<file path="src/rtl/exc_pkg.sv">
package exc_pkg;
  localparam int BIT_USER  = 0;
  localparam int BIT_EXTEN = 1;
  localparam int BIT_RECOV = 2;
  localparam int BIT_HIVEC = 3;

  typedef enum logic [1:0] {
    SR_STATE  = 2'd0,
    SR_SPC    = 2'd1,
    SR_SSTATE = 2'd2,
    SR_NONE   = 2'd3
  } sr_sel_e;
endpackage

</file>
<file path="src/rtl/exc_arbiter.sv">
module exc_arbiter #(
  parameter int NCAUSE = 3,
  localparam int IDXW = (NCAUSE > 1) ? $clog2(NCAUSE) : 1
) (
  input  logic [NCAUSE-1:0] exc_req,
  input  logic              ext_irq,
  input  logic              ext_en,
  output logic              take,
  output logic              is_ext,
  output logic [IDXW-1:0]   cause_idx
);
  logic any_sync;

  always_comb begin
    any_sync  = 1'b0;
    cause_idx = '0;
    // scan downward so the lowest index is written last and wins
    for (int i = NCAUSE - 1; i >= 0; i--) begin
      if (exc_req[i]) begin
        any_sync  = 1'b1;
        cause_idx = IDXW'(i);
      end
    end
    is_ext = !any_sync && ext_irq && ext_en;
    take   = any_sync || is_ext;
  end
endmodule

</file>
<file path="src/rtl/exc_vector.sv">
module exc_vector #(
  parameter int XLEN = 32,
  parameter int NCAUSE = 3,
  parameter logic [XLEN-1:0] HI_BASE = 32'hFFF0_0000,
  parameter int SYNC_BASE = 'h200,
  parameter int SYNC_STEP = 'h100,
  parameter int EXT_OFF = 'h500,
  localparam int IDXW = (NCAUSE > 1) ? $clog2(NCAUSE) : 1
) (
  input  logic            hi_vec,
  input  logic            is_ext,
  input  logic [IDXW-1:0] cause_idx,
  output logic [XLEN-1:0] vec_pc
);
  logic [XLEN-1:0] offs [NCAUSE];
  logic [XLEN-1:0] base;
  logic [XLEN-1:0] off;

  for (genvar g = 0; g < NCAUSE; g++) begin : g_off
    assign offs[g] = XLEN'(SYNC_BASE + SYNC_STEP * g);
  end

  always_comb begin
    base = hi_vec ? HI_BASE : '0;
    off  = is_ext ? XLEN'(EXT_OFF) : offs[cause_idx];
    vec_pc = base + off;
  end
endmodule

</file>
<file path="src/rtl/exc_state_regs.sv">
module exc_state_regs
  import exc_pkg::*;
#(
  parameter int XLEN = 32,
  parameter int SW = 32
) (
  input  logic            clk,
  input  logic            rst,
  input  logic            take,
  input  logic [XLEN-1:0] vec_pc,
  input  logic [XLEN-1:0] cur_pc,
  input  logic            rfe,
  input  logic            wr_en,
  input  logic [1:0]      wr_sel,
  input  logic [XLEN-1:0] wr_data,
  input  logic [1:0]      rd_sel,
  output logic [SW-1:0]   state,
  output logic [XLEN-1:0] spc,
  output logic [SW-1:0]   sstate,
  output logic            redirect_vld,
  output logic [XLEN-1:0] redirect_pc,
  output logic [XLEN-1:0] rd_data
);
  localparam logic [SW-1:0] CLR_MASK =
    SW'((1 << BIT_USER) | (1 << BIT_EXTEN) | (1 << BIT_RECOV));

  logic [XLEN-1:0] rd_mux;

  always_comb begin
    case (rd_sel)
      SR_STATE:  rd_mux = XLEN'(state);
      SR_SPC:    rd_mux = spc;
      SR_SSTATE: rd_mux = XLEN'(sstate);
      default:   rd_mux = '0;
    endcase
  end

  always_ff @(posedge clk) begin
    if (rst) begin
      state        <= '0;
      spc          <= '0;
      sstate       <= '0;
      redirect_vld <= 1'b0;
      redirect_pc  <= '0;
      rd_data      <= '0;
    end else begin
      rd_data      <= rd_mux;
      redirect_vld <= take || rfe;
      if (take) begin
        spc         <= cur_pc;
        sstate      <= state;
        state       <= state & ~CLR_MASK;
        redirect_pc <= vec_pc;
      end else if (rfe) begin
        state       <= sstate;
        redirect_pc <= spc;
      end else if (wr_en) begin
        case (wr_sel)
          SR_STATE:  state  <= wr_data[SW-1:0];
          SR_SPC:    spc    <= wr_data;
          SR_SSTATE: sstate <= wr_data[SW-1:0];
          default:   ;
        endcase
      end
    end
  end
endmodule

</file>
<file path="src/rtl/exc_unit.sv">
module exc_unit
  import exc_pkg::*;
#(
  parameter int XLEN = 32,
  parameter int SW = 32,
  parameter int NCAUSE = 3,
  parameter logic [XLEN-1:0] HI_BASE = 32'hFFF0_0000,
  parameter int SYNC_BASE = 'h200,
  parameter int SYNC_STEP = 'h100,
  parameter int EXT_OFF = 'h500
) (
  input  logic              clk,
  input  logic              rst,
  input  logic [NCAUSE-1:0] exc_req,
  input  logic              ext_irq,
  input  logic [XLEN-1:0]   cur_pc,
  input  logic              rfe,
  input  logic              wr_en,
  input  logic [1:0]        wr_sel,
  input  logic [XLEN-1:0]   wr_data,
  input  logic [1:0]        rd_sel,
  output logic [XLEN-1:0]   rd_data,
  output logic              redirect_vld,
  output logic [XLEN-1:0]   redirect_pc,
  output logic [SW-1:0]     state_o
);
  localparam int IDXW = (NCAUSE > 1) ? $clog2(NCAUSE) : 1;

  logic            take;
  logic            is_ext;
  logic [IDXW-1:0] cause_idx;
  logic [XLEN-1:0] vec_pc;
  logic [SW-1:0]   state;
  logic [XLEN-1:0] spc;
  logic [SW-1:0]   sstate;

  exc_arbiter #(.NCAUSE(NCAUSE)) u_arb (
    .exc_req  (exc_req),
    .ext_irq  (ext_irq),
    .ext_en   (state[BIT_EXTEN]),
    .take     (take),
    .is_ext   (is_ext),
    .cause_idx(cause_idx)
  );

  exc_vector #(
    .XLEN(XLEN), .NCAUSE(NCAUSE), .HI_BASE(HI_BASE),
    .SYNC_BASE(SYNC_BASE), .SYNC_STEP(SYNC_STEP), .EXT_OFF(EXT_OFF)
  ) u_vec (
    .hi_vec   (state[BIT_HIVEC]),
    .is_ext   (is_ext),
    .cause_idx(cause_idx),
    .vec_pc   (vec_pc)
  );

  exc_state_regs #(.XLEN(XLEN), .SW(SW)) u_regs (
    .clk         (clk),
    .rst         (rst),
    .take        (take),
    .vec_pc      (vec_pc),
    .cur_pc      (cur_pc),
    .rfe         (rfe),
    .wr_en       (wr_en),
    .wr_sel      (wr_sel),
    .wr_data     (wr_data),
    .rd_sel      (rd_sel),
    .state       (state),
    .spc         (spc),
    .sstate      (sstate),
    .redirect_vld(redirect_vld),
    .redirect_pc (redirect_pc),
    .rd_data     (rd_data)
  );

  assign state_o = state;
endmodule

</file>
<file path="config.mk">
export PLATFORM = sky130hd
export DESIGN_NAME = exc_unit
export DESIGN_NICKNAME = d
export VERILOG_FILES = /design/src/rtl/exc_pkg.sv /design/src/rtl/exc_arbiter.sv /design/src/rtl/exc_vector.sv /design/src/rtl/exc_state_regs.sv /design/src/rtl/exc_unit.sv
export SDC_FILE = /design/constraint.sdc
export NUM_CORES = 1
export LEC_CHECK = 0
export ABC_AREA = 1
export BUFFER_PORTS_ARGS = -buffer_cell sky130_fd_sc_hd__buf_2
export CAP_MARGIN = 5
export CORE_ASPECT_RATIO = 2
export CORE_UTILIZATION = 40
export CTS_CLUSTER_DIAMETER = 50
export DETAILED_ROUTE_END_ITERATION = 16
export SETUP_SLACK_MARGIN = 0.4
export SYNTH_ARGS = -nofsm -noshare
export SYNTH_HDL_FRONTEND = slang
export SYNTH_SLANG_ARGS = --single-unit
</file>
<file path="constraint.sdc">
create_clock -name clk -period 3.92 [get_ports clk]
set_clock_uncertainty 0.15 [all_clocks]
set_input_delay 0.784 -clock clk [delete_from_list [all_inputs] [get_ports clk]]
set_output_delay 0.784 -clock clk [all_outputs]
set_load 0.01 [all_outputs]
</file>
==> results by group <==
Setup path
  • Worst-path maximum fanout: 20
  • CP required: 4.09 ns
  • Critical path capture point type: flip-flop
  • Kind of critical path: in2reg
  • Slowest CP cell: nand2_1
  • Crit. Startpoint: exc_req[2]
  • R2r worst-path depth: 7
  • Crit path max-delay family: simple AND/OR/NAND/NOR gates
  • Number of buffers and inverters on the critical path: 3
  • Startpoint types: primary input
  • FF-to-FF Start: u_regs.state[1]$_SDFFE_PP0P_
  • Reg2reg setup slack: between 1 and 1.5 ns
  • Reg2reg end: u_regs.redirect_pc[8]$_SDFFE_PP0P_
  • Max incr delay on CP: roughly 0.45 ns
  • CP cell instances: buf_2, inv_2, nand2_4, nor2_4, buf_4, nand2_1, o21ai_0, nor2_1
  • Cell depth of the worst setup path: 8
  • Data arrival, critical path: around 2.8 ns

STA
  • Setup TNS: 0 ns
  • Tcrit/Tclk final: 0.680
  • Worst setup margin: ~1.3 ns
  • Fmax: between 300 and 400 MHz
  • Final slew viol count: 0
  • Worst slew pin tran: approximately 1.1 ns
  • Tmin final: approximately 2.7 ns
  • WHS: between 0.3 and 0.4 ns
  • Slew Limit Headroom: 0.294
  • Final hold viol count: 0
  • RSZ-0062 raised after global routing: no
  • Endpoints failing setup: 0

Place
  • Dpl ws: about 0.84 ns
  • Number of cells after detailed placement: 1464
  • GPL Wtd Cong: about 0.82
  • Buffers on Ports: 172
  • Placed Area: between 8000 and 9000 sq um
  • DPL Wire Length: 15.9 mm

Routing
  • Via count: about 8000
  • DRT iter0 DRCs: ~430
  • Drt wl/cell: ~17 um
  • Remaining antenna violation count: 0
  • TritonRoute pass-1 iters: 5
  • Via-per-instance ratio: ~5.3
  • Number of remaining DRC errors: 0
  • Routed WL: ~26 mm

GRT
  • Largest net degree at the start of global routing: between 50 and 60
  • First-pass GRT wire length: roughly 40 mm
  • Tot GR Track Use: 0.264
  • Initial antenna violation count: 0
  • Global route total overflow: 0
  • Vias in the first global route: around 7600

Die
  • FP Rows: 70
  • CORE AREA: ~18000 sq um
  • Initial Util: 0.413
  • Area of the die: 19600 sq um
  • I/O pin cnt: 173
  • Chip Width: ~99 um
  • Die H: about 200 um

Finish
  • Final instance area: 8960 sq um
  • Layout Nets: between 1000 and 1500
  • Area grow syn2layout: 18.1%
  • Final core occ: 0.487
  • Fraction of layout cells with a size suffix above 1: 0.186
  • Non-Filler Instances: 1496
  • N_diodes: 0

Clock network
  • CTS Hold Bufs: 0
  • CTS sink cnt: ~160
  • Num CTS Buffers: 17
  • Clock slew at reported path FFs: around 0.060 ns
  • Deepest clock path buffer count: 2
  • CTS Root Cell: clkbuf_16
  • Cts repair resizes: 0
  • H-tree depth reported by CTS: 4
  • Skew-Pair Late Insertion Delay: around 0.44 ns
  • CTS tree: yes
  • Setup Fix Bufs, Post-CTS: 0

Min path
  • Hold Path Sink: u_regs.redirect_pc[29]$_SDFFE_PP0P_
  • Hold path depth: 2
  • Hold_sp: u_regs.redirect_pc[29]$_SDFFE_PP0P_
  • Hold WC Path Type: reg2reg

Logic synthesis
  • Synth area leader: dfxtp_1
  • Synth warn: 0
  • Mapped cell area: approximately 7600 sq um
  • Synthesized area per cell: 6.59 sq um
  • Number of synthesized flops with an enable pin: 0
  • FFs w/ async S/R, synth: 0
  • Most frequent cell after synthesis: nand2_1
  • Post-Syn Nets: around 1200
  • Main synth FF type: dfxtp_1
  • Post-synthesis register bit count: 161
  • Count of unique library cells instantiated by Yosys: 19
  • Mapped Cells: approximately 1200
  • Sequential area share after synthesis: 0.425
  • Synth area leaders: dfxtp_1 (42%), nand2_1 (26%), a21oi_1 (8.1%)
  • Top cell type's share of synthesized area: 0.425
  • Synth top cells by count: nand2_1 (533), dfxtp_1 (161), a21oi_1 (123)

Pwr
  • Maximum vdd drop: 0.250 mV
  • PD cells: between 400 and 500 nW/um^2
  • Leak: between 4 and 5 nW
  • Total design power: roughly 3.8 mW

Flow run
  • Max Cap Violations: 0

Status
  • Run status: complete, no violations
## worst reg2reg max path, delay by kind of cell, from the launching register on
family	cells	cell delay (ns)
and+or+nand+nor	5	1.25
DFF	1	0.38
buffers and inverters	1	0.33
AOI/OAI and AO/OA	1	0.33
## layout make-up
cell class,instances,area [sq um]
sequential,161,3220
multi-input combinational,854,3740
fill,1985,9430
clock buffer,19,443
tap,216,270
inverter,45,169
timing repair buffer,188,996
clock inverter,13,126
## state kept, by name, summed over array words and instances (netlist names)
name / cells
u_regs.spc: 32
u_regs.state: 32
u_regs.rd_data: 32
u_regs.redirect_pc: 32
u_regs.redirect_vld: 1
u_regs.sstate: 32
## power by group
part           switching (mW)  total (mW)  internal [mW]
clock                   0.727        1.63          0.899
sequential             0.0483        1.75           1.70
combinational           0.290       0.427          0.137
total                    1.06        3.80           2.74
## metal layers
layer  wire [um]  up-vias  part of all wire  GRT usage
li1            -     3928                 -          -
met1        9790     3673              0.38      0.296
met2       13400      333              0.52      0.478
met3        1390       62             0.054     0.0369
met4        1040        0             0.041      0.138
met5           0        -                 0          0
## worst max-delay path by stage
stage / endpoint / slack (ns)
after detailed placement: u_regs.redirect_pc[8]$_SDFFE_PP0P_ / 0.84
after global placement: u_regs.redirect_pc[8]$_SDFFE_PP0P_ / 0.89
after global routing: u_regs.redirect_pc[8]$_SDFFE_PP0P_ / 1.12
final: u_regs.redirect_pc[8]$_SDFFE_PP0P_ / 1.26
after floorplan: u_regs.state[10]$_SDFFE_PP0P_ / 1.94
after CTS: u_regs.redirect_pc[8]$_SDFFE_PP0P_ / 1.28
## kinds of logic after synthesis
logic type,Yosys count,synth area share
AOI/OAI and AO/OA,129,0.0851
buffers and inverters,137,0.0889
DFF,161,0.425
and+or+nand+nor,725,0.401
## placed cells by master, fill, tap and decap left out
| master | synthesis | final |
|---|---|---|
| bufinv_16 | 0 | 1 |
| nand4_1 | 74 | 74 |
| clkbuf_16 | 0 | 17 |
| buf_2 | 23 | 171 |
| nor3_1 | 2 | 2 |
| o21ai_1 | 1 | 1 |
| buf_12 | 0 | 1 |
| nand2_2 | 2 | 5 |
| inv_6 | 0 | 4 |
| nor2_1 | 42 | 38 |
| nand3_1 | 65 | 65 |
| buf_4 | 17 | 16 |
| clkinv_4 | 0 | 1 |
| nand2_1 | 533 | 530 |
| nand3_4 | 0 | 1 |
| nand2_4 | 1 | 1 |
| a21oi_1 | 123 | 123 |
| inv_1 | 43 | 42 |
| clkbuf_8 | 0 | 1 |
| clkinvlp_4 | 0 | 7 |
| inv_2 | 2 | 3 |
| dfxtp_1 | 161 | 161 |
| nor2_4 | 5 | 9 |
| o21ai_0 | 5 | 5 |
| clkbuf_1 | 43 | 1 |
(Power assumes the default switching activity.)
